`config.mk`:
```
export PLATFORM = sky130hd
export DESIGN_NAME = irq_countdown_timer
export DESIGN_NICKNAME = d
export VERILOG_FILES = /design/src/rtl/irq_countdown_timer.sv
export SDC_FILE = /design/constraint.sdc
export NUM_CORES = 1
export LEC_CHECK = 0
export BUFFER_PORTS_ARGS = -buffer_cell sky130_fd_sc_hd__buf_2
export CELL_PAD_IN_SITES_DETAIL_PLACEMENT = 0
export CELL_PAD_IN_SITES_GLOBAL_PLACEMENT = 1
export CORE_MARGIN = 2
export CORE_UTILIZATION = 31
export DETAILED_ROUTE_END_ITERATION = 6
export PLACE_DENSITY_LB_ADDON = 0.1
export RECOVER_POWER = 100
export SLEW_MARGIN = 20
export SYNTH_ARGS = -nofsm -noshare
export SYNTH_HDL_FRONTEND = slang
export SYNTH_SLANG_ARGS = --single-unit
```
`constraint.sdc`:
```
create_clock -name clk -period 2.9 [get_ports clk]
set_clock_uncertainty 0.2 [all_clocks]
set_input_delay 0.435 -clock clk [delete_from_list [all_inputs] [get_ports clk]]
set_output_delay 0.435 -clock clk [all_outputs]
set_load 0.1 [all_outputs]
```
`src/rtl/irq_countdown_timer.sv`:
```
module irq_countdown_timer #(
  parameter int CNT_W = 20,
  parameter int EXT_N = 5,
  parameter int ADDR_W = 8,
  parameter logic [ADDR_W-1:0] TIMER_OFS = 8'h60,
  parameter logic [ADDR_W-1:0] STATUS_OFS = 8'h64
) (
  input  logic              clk,
  input  logic              rst_n,
  input  logic              wr_en,
  input  logic [ADDR_W-1:0] addr,
  input  logic [31:0]       wdata,
  output logic [31:0]       rdata,
  input  logic              tick,
  input  logic [EXT_N-1:0]  ext_irq,
  output logic              irq_out
);
  localparam int RUN_BIT = 24;
  localparam int IEN_BIT = 25;
  localparam int ACK_BIT = 26;
  localparam int TFLAG_BIT = EXT_N;

  logic [CNT_W-1:0] count;
  logic cnt_en, irq_en, pending;

  wire wr_hit = wr_en && (addr == TIMER_OFS);
  wire step   = tick && cnt_en && (count != '0);

  always_ff @(posedge clk) begin
    if (!rst_n) begin
      count   <= '0;
      cnt_en  <= 1'b0;
      irq_en  <= 1'b0;
      pending <= 1'b0;
    end else if (wr_hit) begin
      count  <= wdata[CNT_W-1:0];
      cnt_en <= wdata[RUN_BIT];
      irq_en <= wdata[IEN_BIT];
      if (wdata[ACK_BIT]) pending <= 1'b0;
    end else if (step) begin
      count <= count - CNT_W'(1);
      if (count == CNT_W'(1) && irq_en) pending <= 1'b1;
    end
  end

  always_comb begin
    rdata = '0;
    if (addr == TIMER_OFS) begin
      rdata[CNT_W-1:0] = count;
      rdata[RUN_BIT]   = cnt_en;
      rdata[IEN_BIT]   = irq_en;
    end else if (addr == STATUS_OFS) begin
      rdata[EXT_N-1:0] = ext_irq;
      rdata[TFLAG_BIT] = pending;
    end
  end

  assign irq_out = pending || (|ext_irq);
endmodule

```
## Word level (Yosys, flattened, before mapping)

Index checks and enable logic that the tools add are counted.

| storage, ports and cells | value |
|---|---|
| bits in registers | 23 |
| bits in latches | 0 |
| bits in writable memories | 0 |
| bits in read-only memories | 0 |
| input port bits | 49 |
| output and inout bits | 33 |
| word-level logic and storage cells | 29 |
| memories kept | 0 |

| operators by class | value |
|---|---|
| add/subtract/negate cells | 1 |
| multiply operators | 0 |
| divide/modulo/power cells | 0 |
| $lt $le $gt $ge | 0 |
| eq/ne operators | 4 |
| shifts and indexed selects | 0 |
| mux-type cells | 10 |
| bitwise gates (word level) | 0 |
| reduce and logical (&&, ||, !) cells | 10 |

Operators with widths:

| kind | number |
|---|---|
| 2-to-1 mux 20 bit | 2 |
| == test 20 x 1 -> 1 bit, second input constant | 1 |
| nonzero test 20 bit | 1 |
| subtractor 20 x 1 -> 20 bit, second input constant | 1 |
| == test 8 x 7 -> 1 bit, second input constant | 2 |
| 2-to-1 mux 14 bit | 1 |
| 2-to-1 mux 6 bit | 2 |
| OR reduction 5 bit | 1 |
| logical AND 1 bit | 4 |
| 2-to-1 mux 1 bit | 4 |
| nonzero test 2 bit | 2 |
| AND reduction 3 bit | 1 |
| 2-to-1 mux 2 bit | 1 |
| != test 2 bit, second input constant | 1 |
| logical OR 1 bit | 1 |

## Longest topological paths before layout

| logic depth | value |
|---|---|
| depth after elaboration | 5 |
| gate-level depth with buffers | 8 |
| mapped depth without buffers | 7 |

## Least setup slack after synthesis

OpenSTA, ideal clock, no wires.

| timing | value |
|---|---|
| path kind | input to output |
| start point | in addr[4] |
| end point | out rdata[0] |
| data arrival time | 2.243 ns |
| path slack | 0.022 ns |
| cell stages on the path | 3 |
| path buffers | 0 |
| cells stage by stage | nor4bb_1 nand2_1 nor2_1 |

| between the ends | value |
|---|---|
| word-level cells in the longest chain between the ends | 3 |
| elaborated cells on any way between the ends | 4 |
| classes of those cells | eq/ne: 2; mux: 2 |

RTL lines:

| item | line | text |
|---|---|---|
| from (decl) | 11 | `input logic [ADDR_W-1:0] addr,` |
| == test 8 x 7 -> 1 bit | 52 | `end else if (addr == STATUS_OFS) begin` |
| 2-to-1 mux 6 bit | 52 |  |
| 2-to-1 mux 6 bit * | 48 | `if (addr == TIMER_OFS) begin` |
| to (decl) | 13 | `output logic [31:0] rdata,` |

Every way passes the cells marked *; elsewhere a longest branch is shown, timed or not.

## Worst setup path in the final report

| timing | value |
|---|---|
| start point | in addr[4] |
| end point | out rdata[10] |

| between the ends | value |
|---|---|
| word-level cells in the longest chain between the ends | 2 |

RTL lines:

| item | line |
|---|---|
| == test 8 x 7 -> 1 bit | 48 |
| 2-to-1 mux 14 bit | 48 |

Every way passes these cells.

==> impl_metrics.py <==
metrics = {
    "outcome": {
        "outcome": "finished clean",
    },
    "logic_synthesis": {
        "synthXorXnorAreaFrac": 0.0983,
        "seq_area_frac_synth": 0.287,
        "synth.cell_area_um2": 1600,
        "yosys_register_bits": 23,
        "synth_mux_area_frac": 0.0499,
        "synth-adder-area-share": 0.0234,
        "synth_compound_area_frac": 0.127,
        "yosysUniqueCellTypes": 36,
        "synth_simple_gate_area_frac": 0.339,
        "synth-edff-count": 0,
        "synthFlopType": "dfxtp_1",
        "synth_top_family_by_area": "simple AND/OR/NAND/NOR gates",
        "ys.warnings.count": 0,
        "syn_inst": 208,
        "synth_area_per_cell_um2": 7.71,
        "synthArstFlopShare": 0,
    },
    "setup_path": {
        "path_class": "primary input to primary output",
        "cp_data_arrival_time_ns": 2.00,
        "crit_required_ns": 2.27,
        "r2r_cells": 7,
        "worst_r2r_endpoint": "count[15]",
        "endpoint_kind": "primary output",
        "r2r_start": "count[0]",
        "cp_max_fo": 16,
        "critical_path.startpoint_type": "primary input",
        "regToRegSetupSlack_ns": 0.34,
    },
    "cts": {
        "cts_made_buffers": 3,
        "cts.clk_slew.worst_paths_ns": 0.08,
        "post-cts-setup-buffers": 0,
        "cts.path.max_buffers": 2,
        "ctsHtreeMaxLevel": 1,
        "cts_tree": "yes",
        "cts.hold.buffers_added": 0,
        "cts_resized": 0,
        "insertion_delay_ns": 0.27,
        "clkSinkCount": 23,
        "root_buffer": "clkbuf_8",
    },
    "final_layout": {
        "n_antenna_cell": 0,
        "syn2layout_area_growth_pct": 38.7,
        "nNetsFinal": 329,
        "drive_gt1_frac": 0.264,
    },
    "detailed_routing": {
        "drc": 0,
        "route.vias.total": 1664,
        "routed_wl_um": 4430,
        "wl_per_cell_um": 12.8,
        "first_pass_iters": 4,
        "via_per_inst": 4.81,
        "antenna_left": 0,
        "dr.first_iter.drc_count": 32,
    },
    "min_path": {
        "min_to": "count[2]",
        "min_path_cells": 3,
        "hold_start": "wdata[2]",
        "hold_class": "primary input to register",
    },
    "timing": {
        "finalCriticalPeriod_ns": 2.64,
        "fin_tns_setup_ns": 0,
        "hold_violations": 0,
        "max_slew_margin": 0.231,
        "slew_viol_final": 0,
        "final.period_utilization": 0.910,
        "setup_viol": 0,
        "rsz0062_at_grt": "no",
        "worstMarginPinSlew_ns": 1.16,
        "fmax_mhz": 379,
    },
    "global_route": {
        "grt_antenna_before_repair": 0,
        "grt_pass1_vias": 1612,
        "grt_pass1_wl_um": 7360,
        "grt_util_all_layers": 0.155,
        "grt-ovfl-total": 0,
        "grt_max_degree": 18,
    },
    "floorplanning": {
        "die_x_um": 75.9,
        "dieHeight_um": 75.9,
        "die-area_um2": 5770,
        "rows": 26,
        "core_area_um2": 5040,
        "start_util": 0.318,
        "pin_count": 82,
    },
    "pwr": {
        "p_leak_nw": 0.900,
        "p_total_uw": 639,
        "ir_drop_mv": 0.171,
        "power_density_nw_per_um2": 287,
    },
    "run": {
        "maxCapViolations": 0,
    },
    "placed_design": {
        "place.gp.congestion": 0.821,
        "dp_hpwl_um": 3480,
        "portBuffers": 62,
    },
}
## report_power, final
group	internal (mW)	total (mW)	switching, mW
Sequential	0.317	0.318	0.00144
Clock	0.0982	0.201	0.103
Combinational	0.0304	0.120	0.0892
## placed cells by master, fill, tap and decap left out, drive strengths merged, types with 6 or more instances in the layout
| master | netlist | routed |
|---|---|---|
| clkbuf | 7 | 18 |
| mux2i | 8 | 8 |
| a21oi | 7 | 7 |
| o21ai | 21 | 21 |
| nand2 | 23 | 23 |
| dfxtp | 23 | 23 |
| nor2 | 15 | 15 |
| nand4 | 7 | 7 |
| and2 | 17 | 17 |
| xor2 | 7 | 7 |
| nor3 | 7 | 7 |
| conb | 1 | 10 |
| buf | 10 | 58 |
| nor4 | 6 | 6 |
| xnor2 | 11 | 11 |
## routing by layer
metal	vias to the layer above	global-route usage	part of all wire
met1	761	0.212	0.48
met3	4	0.0286	0.055
met2	44	0.258	0.45
li1	855	-	-
met5	-	0	0
met4	0	0.0273	0.0077
## worst max path at each step
stage | end | depth (start not counted) | from
after floorplan | rdata[0] | 3 | addr[4]
after global placement | count[15] | 7 | count[0]
after detailed placement | rdata[8] | 7 | addr[4]
after CTS | rdata[6] | 7 | addr[4]
after global routing | rdata[10] | 7 | addr[4]
final | rdata[10] | 7 | addr[4]
## registers in the layout, summed over array words and instances (netlist names)
signal and count:
count 20, cnt_en 1, irq_en 1, pending 1
## Yosys cell counts, drive strengths merged (3+ instances only)
| cell type | instances | share of area |
|---|---|---|
| dfxtp | 23 | 0.29 |
| nand2 | 23 | 0.054 |
| o21ai | 21 | 0.066 |
| and2 | 17 | 0.066 |
| nor2 | 15 | 0.035 |
| xnor2 | 11 | 0.060 |
| buf | 10 | 0.047 |
| mux2i | 8 | 0.050 |
| a21oi | 7 | 0.022 |
| clkbuf | 7 | 0.016 |
| nand4 | 7 | 0.027 |
| nor3 | 7 | 0.022 |
| xor2 | 7 | 0.038 |
| nor4 | 6 | 0.027 |
| nand3 | 5 | 0.016 |
| a211oi | 4 | 0.019 |
| inv | 4 | 0.0094 |
| or4 | 4 | 0.023 |
| ha | 3 | 0.023 |
## worst max-delay path, cell delays in order
cell and delay, ns:
buf_2 0.10, nor4bb_1 0.41, nand2_1 0.25, nor2_1 0.15, buf_4 0.20, and2_1 0.14, clkbuf_4 0.32
## per-stage QoR
step	utilization	hold slack, ns	cell area, µm²	setup WS [ns]	cells
2_1_floorplan	-	0.263	1640	0.0224	217
3_3_place_gp	0.446	0.300	2250	0.381	342
3_5_place_dp	0.446	0.308	2250	0.329	342
4_1_cts	0.455	0.153	2290	0.321	346
5_1_grt	0.441	0.163	2220	0.0690	346
6_report	0.441	0.156	2220	0.261	346
## cell type report
type / instances / area (µm²)
clock buffers: 4 / 45.0
fillers: 526 / 2820
inverters: 4 / 15.0
multi-input cells: 173 / 1050
flip-flops and latches: 23 / 460
well taps: 70 / 87.6
repair buffers: 72 / 563
## cell families (layout without fill, tap and decap cells)
group / Yosys count / in the layout
compound gates: 36 / 36
flops: 23 / 23
other cells: 1 / 10
simple gates: 98 / 98
buf+inv: 21 / 80
mux: 8 / 8
fa+ha+maj: 3 / 3
xor+xnor: 18 / 18
(Power assumes the default switching activity.)
